File: src/rtl/vsa_pkg.sv
package vsa_pkg;
  typedef enum logic [2:0] {
    ST_IDLE,
    ST_PICK,
    ST_ANNOUNCE,
    ST_STREAM,
    ST_DONE
  } vsa_state_e;
endpackage

File: src/rtl/vsa_strip_plan.sv
module vsa_strip_plan #(
  parameter int LEN_W = 16,
  parameter int MVL   = 64,
  localparam int SH    = $clog2(MVL),
  localparam int VL_W  = SH + 1,
  localparam int CNT_W = LEN_W - SH
) (
  input  logic             clk,
  input  logic             rst_n,
  input  logic             load_i,
  input  logic [LEN_W-1:0] n_i,
  input  logic             take_i,
  output logic             any_left_o,
  output logic [VL_W-1:0]  next_len_o
);

  function automatic logic [SH-1:0] short_part(input logic [LEN_W-1:0] n);
    return n[SH-1:0];
  endfunction

  function automatic logic [CNT_W-1:0] full_part(input logic [LEN_W-1:0] n);
    return n[LEN_W-1:SH];
  endfunction

  logic             short_pend_q;
  logic [SH-1:0]    short_len_q;
  logic [CNT_W-1:0] full_cnt_q;

  always_ff @(posedge clk) begin
    if (!rst_n) begin
      short_pend_q <= 1'b0;
      short_len_q  <= '0;
      full_cnt_q   <= '0;
    end else if (load_i) begin
      short_len_q  <= short_part(n_i);
      short_pend_q <= (short_part(n_i) != '0);
      full_cnt_q   <= full_part(n_i);
    end else if (take_i) begin
      if (short_pend_q) short_pend_q <= 1'b0;
      else if (full_cnt_q != '0) full_cnt_q <= full_cnt_q - 1'b1;
    end
  end

  always_comb begin
    any_left_o = short_pend_q || (full_cnt_q != '0);
    next_len_o = short_pend_q ? {1'b0, short_len_q} : VL_W'(MVL);
  end

endmodule

File: src/rtl/vsa_addr_walk.sv
module vsa_addr_walk #(
  parameter int ADDR_W = 24
) (
  input  logic              clk,
  input  logic              rst_n,
  input  logic              load_i,
  input  logic [ADDR_W-1:0] base_i,
  input  logic [ADDR_W-1:0] stride_i,
  input  logic              step_i,
  output logic [ADDR_W-1:0] addr_o,
  output logic [ADDR_W-1:0] stride_o
);

  function automatic logic [ADDR_W-1:0] step_addr(input logic [ADDR_W-1:0] a,
                                                   input logic [ADDR_W-1:0] s);
    return a + s;
  endfunction

  logic [ADDR_W-1:0] addr_q;
  logic [ADDR_W-1:0] stride_q;

  always_ff @(posedge clk) begin
    if (!rst_n) begin
      addr_q   <= '0;
      stride_q <= '0;
    end else if (load_i) begin
      addr_q   <= base_i;
      stride_q <= stride_i;
    end else if (step_i) begin
      addr_q <= step_addr(addr_q, stride_q);
    end
  end

  assign addr_o   = addr_q;
  assign stride_o = stride_q;

endmodule

File: src/rtl/vec_strip_agen.sv
module vec_strip_agen #(
  parameter int ADDR_W = 24,
  parameter int LEN_W  = 16,
  parameter int MVL    = 64,
  localparam int VL_W  = $clog2(MVL) + 1
) (
  input  logic              clk,
  input  logic              rst_n,
  input  logic              start_i,
  input  logic [LEN_W-1:0]  total_len_i,
  input  logic [ADDR_W-1:0] base_i,
  input  logic [ADDR_W-1:0] stride_i,
  input  logic              mem_ready_i,
  output logic [ADDR_W-1:0] addr_o,
  output logic              addr_valid_o,
  output logic [VL_W-1:0]   strip_len_o,
  output logic              strip_start_o,
  output logic              done_o
);
  import vsa_pkg::*;

  vsa_state_e        st_q, st_d;
  logic [VL_W-1:0]   cur_len_q;
  logic [VL_W-1:0]   elem_left_q;
  logic              any_left;
  logic [VL_W-1:0]   next_len;
  logic [ADDR_W-1:0] stride_q;

  // Named events, also watched by the checker.
  logic start_ok, fire, last_fire, pick, take, empty_pick;

  assign start_ok   = start_i && (st_q == ST_IDLE);
  assign fire       = (st_q == ST_STREAM) && mem_ready_i;
  assign last_fire  = fire && (elem_left_q == VL_W'(1));
  assign pick       = (st_q == ST_PICK) || last_fire;
  assign take       = pick && any_left;
  assign empty_pick = pick && !any_left;

  vsa_strip_plan #(.LEN_W(LEN_W), .MVL(MVL)) u_plan (
    .clk        (clk),
    .rst_n      (rst_n),
    .load_i     (start_ok),
    .n_i        (total_len_i),
    .take_i     (take),
    .any_left_o (any_left),
    .next_len_o (next_len)
  );

  vsa_addr_walk #(.ADDR_W(ADDR_W)) u_walk (
    .clk      (clk),
    .rst_n    (rst_n),
    .load_i   (start_ok),
    .base_i   (base_i),
    .stride_i (stride_i),
    .step_i   (fire),
    .addr_o   (addr_o),
    .stride_o (stride_q)
  );

  always_comb begin
    st_d = st_q;
    unique case (st_q)
      ST_IDLE:     if (start_ok) st_d = ST_PICK;
      ST_PICK:     st_d = any_left ? ST_ANNOUNCE : ST_DONE;
      ST_ANNOUNCE: st_d = ST_STREAM;
      ST_STREAM:   if (last_fire) st_d = any_left ? ST_ANNOUNCE : ST_DONE;
      ST_DONE:     st_d = ST_IDLE;
      default:     st_d = ST_IDLE;
    endcase
  end

  always_ff @(posedge clk) begin
    if (!rst_n) begin
      st_q        <= ST_IDLE;
      cur_len_q   <= '0;
      elem_left_q <= '0;
    end else begin
      st_q <= st_d;
      if (take) begin
        cur_len_q   <= next_len;
        elem_left_q <= next_len;
      end else if (fire) begin
        elem_left_q <= elem_left_q - 1'b1;
      end
    end
  end

  assign addr_valid_o  = (st_q == ST_STREAM);
  assign strip_start_o = (st_q == ST_ANNOUNCE);
  assign done_o        = (st_q == ST_DONE);
  assign strip_len_o   = cur_len_q;

endmodule

File: config.mk
export PLATFORM = sky130hd
export DESIGN_NAME = vec_strip_agen
export DESIGN_NICKNAME = d
export VERILOG_FILES = /design/src/rtl/vsa_pkg.sv /design/src/rtl/vsa_strip_plan.sv /design/src/rtl/vsa_addr_walk.sv /design/src/rtl/vec_strip_agen.sv
export SDC_FILE = /design/constraint.sdc
export NUM_CORES = 1
export LEC_CHECK = 0
export BUFFER_PORTS_ARGS = -buffer_cell sky130_fd_sc_hd__buf_2
export CORE_UTILIZATION = 55
export DETAILED_ROUTE_END_ITERATION = 7
export HOLD_SLACK_MARGIN = 0.02
export PLACE_DENSITY = 0.8
export SYNTH_ARGS = -nofsm -noshare
export SYNTH_HDL_FRONTEND = slang
export SYNTH_SLANG_ARGS = --single-unit
File: constraint.sdc
create_clock -name clk -period 3.7 [get_ports clk]
set_clock_uncertainty 0.05 [all_clocks]
set_input_delay 0.37 -clock clk [delete_from_list [all_inputs] [get_ports clk]]
set_output_delay 0.37 -clock clk [all_outputs]
set_load 0.05 [all_outputs]
==> flow_metrics.tcl, run 1 <==
set metrics [dict create \
    track_usage_pct 28.1 \
    drt_pass1_iterations 5 \
    ys_seq_elements 82 \
    io_buffers 101 \
    grt_pass1_wl_um 19900 \
    drt-initial-drc-count 208 \
    io_pins 102 \
    yosysUniqueCellTypes 53 \
    clk_latency_ns 0.37 \
    max_slew_margin_pct 39.3 \
    htreeDepth 3 \
    clockBufferDepth 2 \
    power_density_nw_per_um2 513 \
    cts_buffers 9 \
    fin_nets 787 \
    grt_pass1_vias 4349 \
    worstPathCellList "ha_1 > inv_1 > fa_1 > nor2b_1 > o211ai_1 > a311oi_1 > o32a_1 > a21oi_1 > xnor2_1 > a211oi_1" \
    grt_max_degree 59 \
    via_per_inst 5.85 \
    startpoint "u_walk.addr_o[0]$_SDFFE_PN0P_" \
    totalWireLength_um 12200 \
    cpMaxStageDelayCell "a311oi_1" \
    cp.required_ns 3.93 \
    min_path_type "primary input to register" \
    cp.arrival_ns 3.03 \
    syn_area_um2 4750 \
    ys_warn_count 0 \
    wire_per_inst_um 15.2 \
    start_kind "register" \
    p_leak_nw 2.25 \
    slew_violations 0 \
    cts_setup_buffers 0 \
    initial_utilization_pct 57.2 \
    fp.dieH_um 94.9 \
    dpl.hpwl_um 8550 \
    seq_area_frac_synth_pct 34.6 \
    drv_cap 0 \
    die-width_um 94.9 \
    die_area_um2 9000 \
    finalSetupViolations 0 \
    hold_ws_ns 0.186 \
    crit_buf_inv 1 \
    n_antenna_cell 0 \
    rsz0062_at_grt "no" \
    total_power_w 0.00279 \
    path_max_fanout 3 \
    syn_to_final_growth_pct 14.8 \
    fin_crit_ns 2.80 \
    rr_endpoint "u_walk.addr_o[18]$_SDFFE_PN0P_" \
    finalSetupTns_ns 0 \
    min_delay_path_depth 3 \
    status "completed" \
    crit_path_max_incr_delay_ns 0.46 \
    synth_nets 707 \
    crit_path_end_kind "register" \
    coreArea_um2 8300 \
    final_hold_viol_count 0 \
    num_rows 33 \
    drive_gt1_share_pct 19.0 \
    irDropWorstVdd_v 0.000203 \
    critPathTopFamily "compound AO/OA/AOI/OAI gates" \
    synth_ff_type "dfxtp_1" \
    cts.sinks 82 \
    post-route-util_pct 65.6 \
    route.detailed.drc 0 \
    avgSynthCellArea_um2 7.77 \
    cts_tree "done" \
    synth_async_sr_flop_share_pct 0 \
    worst_hold_path.endpoint "u_plan.short_len_q[4]$_SDFFE_PN0P_" \
    cts-root-buf "clkbuf_8" \
    path_clk_slew_ns 0.10 \
    fmax_ghz 0.357 \
    hold_buffers 0 \
    synthCells 611 \
    synth_enable_flop_cells 0 \
    dr_total_vias 4689 \
    critical_path_class "register to register" \
    ff2ff_setup_slack_ns 0.90 \
    gp_congestion 0.968 \
    yosysTopAreaCell "dfxtp_1" \
    synth.top_cell.area_share_pct 34.6 \
    ant_nets 0 \
    antenna_found_initial 0 \
    finalCritPeriodShare_pct 75.8 \
    regToRegStartpoint "u_walk.addr_o[0]$_SDFFE_PN0P_" \
    grt_remaining_overflow 0 \
    synthTopCellsByArea "dfxtp_1 35%, nand2_1 9.6%, ha_1 7.1%" \
    min-delay-start "total_len_i[4]" \
    cts_resized 0 \
    worst_pin_slew_ns 0.910 \
    r2r_cells 10 \
]
-- how the worst max path moves through the flow --
stage,endpoint,slack [ns],cells after the start
after global placement,u_walk.addr_o[18]$_SDFFE_PN0P_,1.13,10
after floorplan,u_walk.addr_o[18]$_SDFFE_PN0P_,0.94,10
final,u_walk.addr_o[18]$_SDFFE_PN0P_,0.90,10
after CTS,u_walk.addr_o[18]$_SDFFE_PN0P_,0.91,10
after detailed placement,u_walk.addr_o[18]$_SDFFE_PN0P_,0.91,10
after global routing,u_walk.addr_o[18]$_SDFFE_PN0P_,0.64,10
-- registers in the layout (all words and copies together), names as in the netlist --
signal / flops
u_plan.short_len_q: 6
u_plan.short_pend_q: 1
elem_left_q: 7
strip_len_o: 7
u_walk.addr_o: 24
u_plan.full_cnt_q: 10
st_q: 3
u_walk.stride_o: 24
-- kinds of logic (layout without fill, tap and decap cells) --
family	count (synthesis)	in the layout	synth area share [%]
AO/OA/AOI/OAI	195	195	25.9
XOR/XNOR	28	28	5.17
adder cells (fa/ha/maj)	28	28	7.54
buffers and inverters	49	134	4.24
flip-flops	82	82	34.6
multiplexers	1	1	0.211
AND/OR/NAND/NOR	228	228	22.4
-- stage by stage --
stage	instance area, um2	worst slack (ns)	std cells
after floorplan	4750	0.944	611
after global placement	5270	1.13	785
after detailed placement	5270	0.914	785
after CTS	5450	0.906	801
after global routing	5450	0.642	801
final	5450	0.897	801
-- tightest hold or removal path, cell delays in order --
cell	delay, ns
buf_2	0.10
nand2_1	0.05
a21oi_1	0.05
-- cells in the mapped netlist, types with 3 or more instances --
library cell / n
o211ai_1: 8
xnor2_1: 15
xor2_1: 13
ha_1: 27
and3_1: 3
clkbuf_1: 33
o221ai_1: 6
or3_1: 3
and2_1: 3
o21ai_0: 45
nand2_1: 121
nand3_1: 9
nor3b_1: 3
a211oi_1: 8
a31oi_1: 4
nand2b_1: 3
a22oi_1: 7
dfxtp_1: 82
a21o_1: 5
nor2_1: 47
a21boi_0: 25
a21oi_1: 64
a311oi_1: 7
nand4_1: 4
o21a_1: 4
inv_1: 12
nor2b_1: 3
nor3_1: 14
-- layer usage --
metal  share of wire, %  track usage [%]
met1                 44             34.7
met2                 49             48.4
met3                4.7             4.27
met4                2.1             11.6
met5                  0                0
-- power by group --
part,internal (W),switching (W)
Sequential,0.00101,0.000129
Combinational,0.000374,0.000671
Clock,0.000248,0.000367
-- area by class of cell --
cell class	count	area [um2]
Clock buffer	9	124
Clock inverter	7	53.8
Fill cell	738	2850
Inverter	12	45.0
Multi-Input combinational cell	480	2910
Sequential cell	82	1640
Tap cell	105	131
Timing Repair Buffer	106	543
-- placed cells by master, fill, tap and decap left out, types with 4 or more instances in the layout --
cell type,Yosys,layout
clkbuf_8,0,9
a22oi_1,7,7
buf_4,0,5
a31oi_1,4,4
a21oi_1,64,64
a311oi_1,7,7
xor2_1,13,13
dfxtp_1,82,82
o21a_1,4,4
nor2_1,47,47
nand2_1,121,121
ha_1,27,27
a211oi_1,8,8
buf_2,2,101
o211ai_1,8,8
nor3_1,14,14
a21boi_0,25,25
inv_1,12,12
nand4_1,4,4
o221ai_1,6,6
a21o_1,5,5
xnor2_1,15,15
nand3_1,9,9
o21ai_0,45,45
Power figures use the tool's default switching activity.
==> run 2, diff against run 1 <==
==> constraint.sdc (replaced) <==
create_clock -name clk -period 2.6 [get_ports clk]
set_clock_uncertainty 0.05 [all_clocks]
set_input_delay 0.26 -clock clk [delete_from_list [all_inputs] [get_ports clk]]
set_output_delay 0.26 -clock clk [all_outputs]
set_load 0.05 [all_outputs]
==> flow_metrics.tcl, run 2 (same netlist as run 1, synthesis figures left out) <==
set metrics [dict create \
    io_buffers 101 \
    slew_violations 0 \
    r2r_cells 11 \
    final_hold_viol_count 0 \
    wire_per_inst_um 15.0 \
    die-width_um 94.9 \
    power_density_nw_per_um2 723 \
    cp.arrival_ns 2.71 \
    finalCritPeriodShare_pct 95.7 \
    cts.sinks 82 \
    route.detailed.drc 0 \
    fillers 722 \
    fin_crit_ns 2.49 \
    htreeDepth 3 \
    finalSetupViolations 0 \
    regToRegStartpoint "u_walk.addr_o[0]$_SDFFE_PN0P_" \
    p_leak_nw 2.30 \
    total_power_w 0.00401 \
    track_usage_pct 28.1 \
    path_max_fanout 3 \
    initial_utilization_pct 57.2 \
    worst_hold_path.endpoint "u_walk.stride_o[14]$_SDFFE_PN0P_" \
    coreArea_um2 8300 \
    dr_total_vias 4707 \
    path_clk_slew_ns 0.09 \
    crit_path_end_kind "register" \
    ff2ff_setup_slack_ns 0.11 \
    cts_tree "done" \
    drive_gt1_share_pct 20.9 \
    n_antenna_cell 0 \
    fin_nets 796 \
    syn_to_final_growth_pct 17.0 \
    rr_endpoint "u_walk.addr_o[18]$_SDFFE_PN0P_" \
    cts-root-buf "clkbuf_8" \
    fp.dieH_um 94.9 \
    ant_nets 0 \
    dpl.hpwl_um 8670 \
    grt_pass1_wl_um 20000 \
    drv_cap 0 \
    final_common_cell "nand2_1" \
    irDropWorstVdd_v 0.000353 \
    min-delay-start "stride_i[14]" \
    critical_path_class "register to register" \
    start_kind "register" \
    gp_congestion 0.894 \
    totalWireLength_um 12100 \
    grt_max_degree 58 \
    fmax_ghz 0.402 \
    grt_pass1_vias 4443 \
    clk_latency_ns 0.35 \
    drt-initial-drc-count 286 \
    num_rows 33 \
    cp.required_ns 2.82 \
    rsz0062_at_grt "no" \
    final_cell_mix "121 x nand2_1, 101 x buf_2, 80 x dfxtp_1, 64 x a21oi_1, 47 x nor2_1" \
    cts_buffers 9 \
    worst_pin_slew_ns 0.775 \
    grt_remaining_overflow 0 \
    min_path_type "primary input to register" \
    antenna_found_initial 0 \
    drt_pass1_iterations 4 \
    hold_buffers 0 \
    max_slew_margin_pct 48.3 \
    min_delay_path_depth 3 \
    via_per_inst 5.81 \
    io_pins 102 \
    clockBufferDepth 2 \
    post-route-util_pct 66.9 \
    status "completed" \
    die_area_um2 9000 \
]
==> run 2: timing repair <==
action,CTS,global route
setup endpoints to repair,1,3
pin swaps,1,2
gates resized for setup,2,3
setup buffers,0,2
cloned,0,0
==> run 2: stage by stage <==
step	cells	cell area, um2	TNS, ns	worst slack [ns]	hold slack [ns]
6_report	810	5550	0	0.111	0.0943
5_1_grt	810	5550	0	0.00486	0.0901
3_3_place_gp	792	5340	0	0.113	0.392
2_1_floorplan	611	4750	0	0.0315	0.339
4_1_cts	808	5530	0	0.0127	0.0813
3_5_place_dp	792	5340	-0.0368	-0.0368	0.401
==> run 2: worst max-delay path by stage <==
stage                                        from                              to  cells past startpoint
global placement    u_walk.addr_o[0]$_SDFFE_PN0P_  u_walk.addr_o[18]$_SDFFE_PN0P_                     11
detailed placement  u_walk.addr_o[0]$_SDFFE_PN0P_  u_walk.addr_o[18]$_SDFFE_PN0P_                     11
floorplan           u_walk.addr_o[0]$_SDFFE_PN0P_  u_walk.addr_o[18]$_SDFFE_PN0P_                     10
global route        u_walk.addr_o[2]$_SDFFE_PN0P_  u_walk.addr_o[22]$_SDFFE_PN0P_                      9
CTS                 u_walk.addr_o[0]$_SDFFE_PN0P_  u_walk.addr_o[18]$_SDFFE_PN0P_                     11
finish              u_walk.addr_o[0]$_SDFFE_PN0P_  u_walk.addr_o[18]$_SDFFE_PN0P_                     11
==> run 2: report_power, final <==
part | internal (W) | switching, W
registers | 0.00143 | 0.000179
logic | 0.000556 | 0.000964
clock network | 0.000381 | 0.000501
==> run 2: worst max-delay path, cell delays in order, from the launching register on <==
cell      delay [ns]
dfxtp_2         0.36
ha_2            0.20
inv_1           0.05
fa_2            0.34
nor2b_2         0.18
o211ai_1        0.12
a311oi_1        0.24
buf_4           0.16
o32a_1          0.22
a21oi_1         0.11
xnor2_1         0.16
a211oi_2        0.23
==> run 2: cell type report <==
| cell class | instances | area, um2 | share of cell area, % |
|---|---|---|---|
| flip-flops and latches | 82 | 1640 | 29.6 |
| well taps | 105 | 131 | 2.37 |
| repair buffers | 115 | 623 | 11.2 |
| inverters | 12 | 45.0 | 0.811 |
| clock inverters | 6 | 48.8 | 0.879 |
| clock buffers | 10 | 138 | 2.48 |
| multi-input cells | 480 | 2920 | 52.6 |
==> run 2: metal layers <==
metal	global-route usage [%]	share of wire (%)	vias to the layer above
met5	0	0	-
met2	48.4	49	156
met4	11.5	2.3	0
li1	-	-	2337
met1	33.7	43	2189
met3	5.80	5.9	25
==> run 3, diff against run 2 <==
--- a/config.mk
+++ b/config.mk
@@ -6,10 +6,11 @@
 export NUM_CORES = 1
 export LEC_CHECK = 0
 export BUFFER_PORTS_ARGS = -buffer_cell sky130_fd_sc_hd__buf_2
-export CORE_UTILIZATION = 55
+export CORE_UTILIZATION = 45
 export DETAILED_ROUTE_END_ITERATION = 7
+export GPL_TIMING_DRIVEN = 0
 export HOLD_SLACK_MARGIN = 0.02
-export PLACE_DENSITY = 0.8
+export PLACE_DENSITY = 0.68
 export SYNTH_ARGS = -nofsm -noshare
 export SYNTH_HDL_FRONTEND = slang
 export SYNTH_SLANG_ARGS = --single-unit
==> flow_metrics.tcl, run 3 (same netlist as run 1, synthesis figures left out) <==
set metrics [dict create \
    cts_buffers 9 \
    final_common_cell "nand2_1" \
    finalCritPeriodShare_pct 99.5 \
    syn_to_final_growth_pct 20.4 \
    dpl-instance-area_um2 5420 \
    drt_pass1_iterations 5 \
    final_cell_mix "121 x nand2_1, 103 x buf_2, 79 x dfxtp_1, 63 x a21oi_1, 47 x nor2_1" \
    finalSetupTns_ns 0 \
    status "completed" \
    grt_max_degree 15 \
    route.detailed.drc 0 \
    via_per_inst 5.58 \
    max_slew_margin_pct 56.5 \
    area.sequential_um2 1650 \
    totalWireLength_um 14300 \
    total_power_w 0.00418 \
    irDropWorstVdd_v 0.000394 \
    drt-initial-drc-count 185 \
    cts-root-buf "clkbuf_8" \
    n_antenna_cell 0 \
    cts_tree "done" \
    grt_pass1_vias 4570 \
    fillers 1013 \
    worstPathCellList "ha_4 > inv_1 > fa_2 > nor2b_4 > o211ai_1 > a311oi_2 > o32a_1 > a311oi_2 > xor2_1 > a21oi_1" \
    io_pins 102 \
    rr_endpoint "u_walk.addr_o[22]$_SDFFE_PN0P_" \
    multiInputGateArea_um2 2950 \
    path_clk_slew_ns 0.10 \
    ant_nets 0 \
    dpl.hpwl_um 10800 \
    final_area_um2 5710 \
    cts.sinks 82 \
    cp.arrival_ns 2.85 \
    min_path_type "primary input to register" \
    p_leak_nw 2.33 \
    fp.dieH_um 105 \
    cp.required_ns 2.86 \
    post-route-util_pct 55.6 \
    track_usage_pct 26.8 \
    finalSetupViolations 0 \
    clk_latency_ns 0.39 \
    coreArea_um2 10300 \
    drv_cap 0 \
    htreeDepth 3 \
    fin_nets 821 \
    num_rows 37 \
    critical_path_class "register to register" \
    final_hold_viol_count 0 \
    hold_buffers 0 \
    ff2ff_setup_slack_ns 0.01 \
    crit_path_frequent_cell "a311oi_2" \
    crit_path_end_kind "register" \
    grt_remaining_overflow 0 \
    endpoint "u_walk.addr_o[22]$_SDFFE_PN0P_" \
    wire_per_inst_um 16.6 \
    worst_pin_slew_ns 0.653 \
    fmax_ghz 0.386 \
    antenna_found_initial 0 \
    die-width_um 105 \
    io_buffers 101 \
    slew_violations 0 \
    gp_congestion 0.929 \
    start_kind "register" \
    die_area_um2 11000 \
    crit_path_max_incr_delay_ns 0.39 \
    r2r_cells 10 \
    rsz0062_at_grt "yes" \
    dr_total_vias 4831 \
    power_density_nw_per_um2 731 \
    grt_pass1_wl_um 22900 \
    hold_ws_ns 0.0512 \
    clockBufferDepth 2 \
    fin_crit_ns 2.59 \
    drive_gt1_share_pct 20.4 \
    regToRegStartpoint "u_walk.addr_o[0]$_SDFFE_PN0P_" \
    path_max_fanout 3 \
    cpMaxStageDelayCell "fa_2" \
    startpoint "u_walk.addr_o[0]$_SDFFE_PN0P_" \
    initial_utilization_pct 46.2 \
]
## run 3: changes by cell type in the layout (fill, tap and decap cells not counted), moves of 2 or more
cell      before  now
a311oi_1       7    5
a311oi_2       0    2
buf_2        101  103
buf_4         13    7
buf_6          0    2
clkbuf_1       0   27
clkbuf_2       0    2
## run 3: per-layer routing
metal	part of all wire (%)	up-vias	GRT usage [%]
met5	0	-	0
met4	2.0	0	9.46
met3	5.6	28	6.18
met2	49	151	45.9
met1	43	2257	32.7
li1	-	2395	-
## run 3: through the flow
stage               instances  setup WS (ns)
finish                    866         0.0124
global route              866        -0.0537
CTS                       864        0.00698
detailed placement        848         -0.243
global placement          848         -0.205
floorplan                 611         0.0315
## run 3: worst max-delay path, delay by kind of cell, from the launching register on
family,cells,cell delay (ns)
simple gates,1,0.15
buf+inv,1,0.05
compound gates,5,1.16
xor+xnor,1,0.17
fa+ha+maj,2,0.54
flops,1,0.38
## run 3: worst min path at each step
stage                                               endpoint  cells past startpoint                        start
after floorplan                u_walk.addr_o[1]$_SDFFE_PN0P_                      2                    base_i[1]
after global placement           strip_len_o[3]$_SDFFE_PN0P_                      2  strip_len_o[3]$_SDFFE_PN0P_
after detailed placement         strip_len_o[3]$_SDFFE_PN0P_                      2  strip_len_o[3]$_SDFFE_PN0P_
after CTS                      u_walk.addr_o[1]$_SDFFE_PN0P_                      3                    base_i[1]
after global routing      u_plan.short_len_q[4]$_SDFFE_PN0P_                      3               total_len_i[4]
final                        u_walk.stride_o[0]$_SDFFE_PN0P_                      3                  stride_i[0]
## run 3: area by class of cell
class                   count  area share, %
multi-input cells         480           51.6
clock inverters             5           1.09
clock buffers              11           2.47
plain buffers              32           2.45
inverters                  12          0.788
repair buffers            108           9.77
well taps                 136           2.98
flip-flops and latches     82           28.8
## run 3: where the power goes
part / internal [W] / switching [W] / total [W]
Sequential: 0.00143 / 0.000174 / 0.00161
Clock: 0.000475 / 0.000509 / 0.000985
Combinational: 0.000568 / 0.00102 / 0.00159
## run 3: repair_timing
action | 4_1_cts | 5_1_grt
hold endpoints to repair | 0 | 0
pin swaps | 2 | 7
setup endpoints to repair | 7 | 17
setup buffers | 1 | 6
resized for setup | 3 | 15
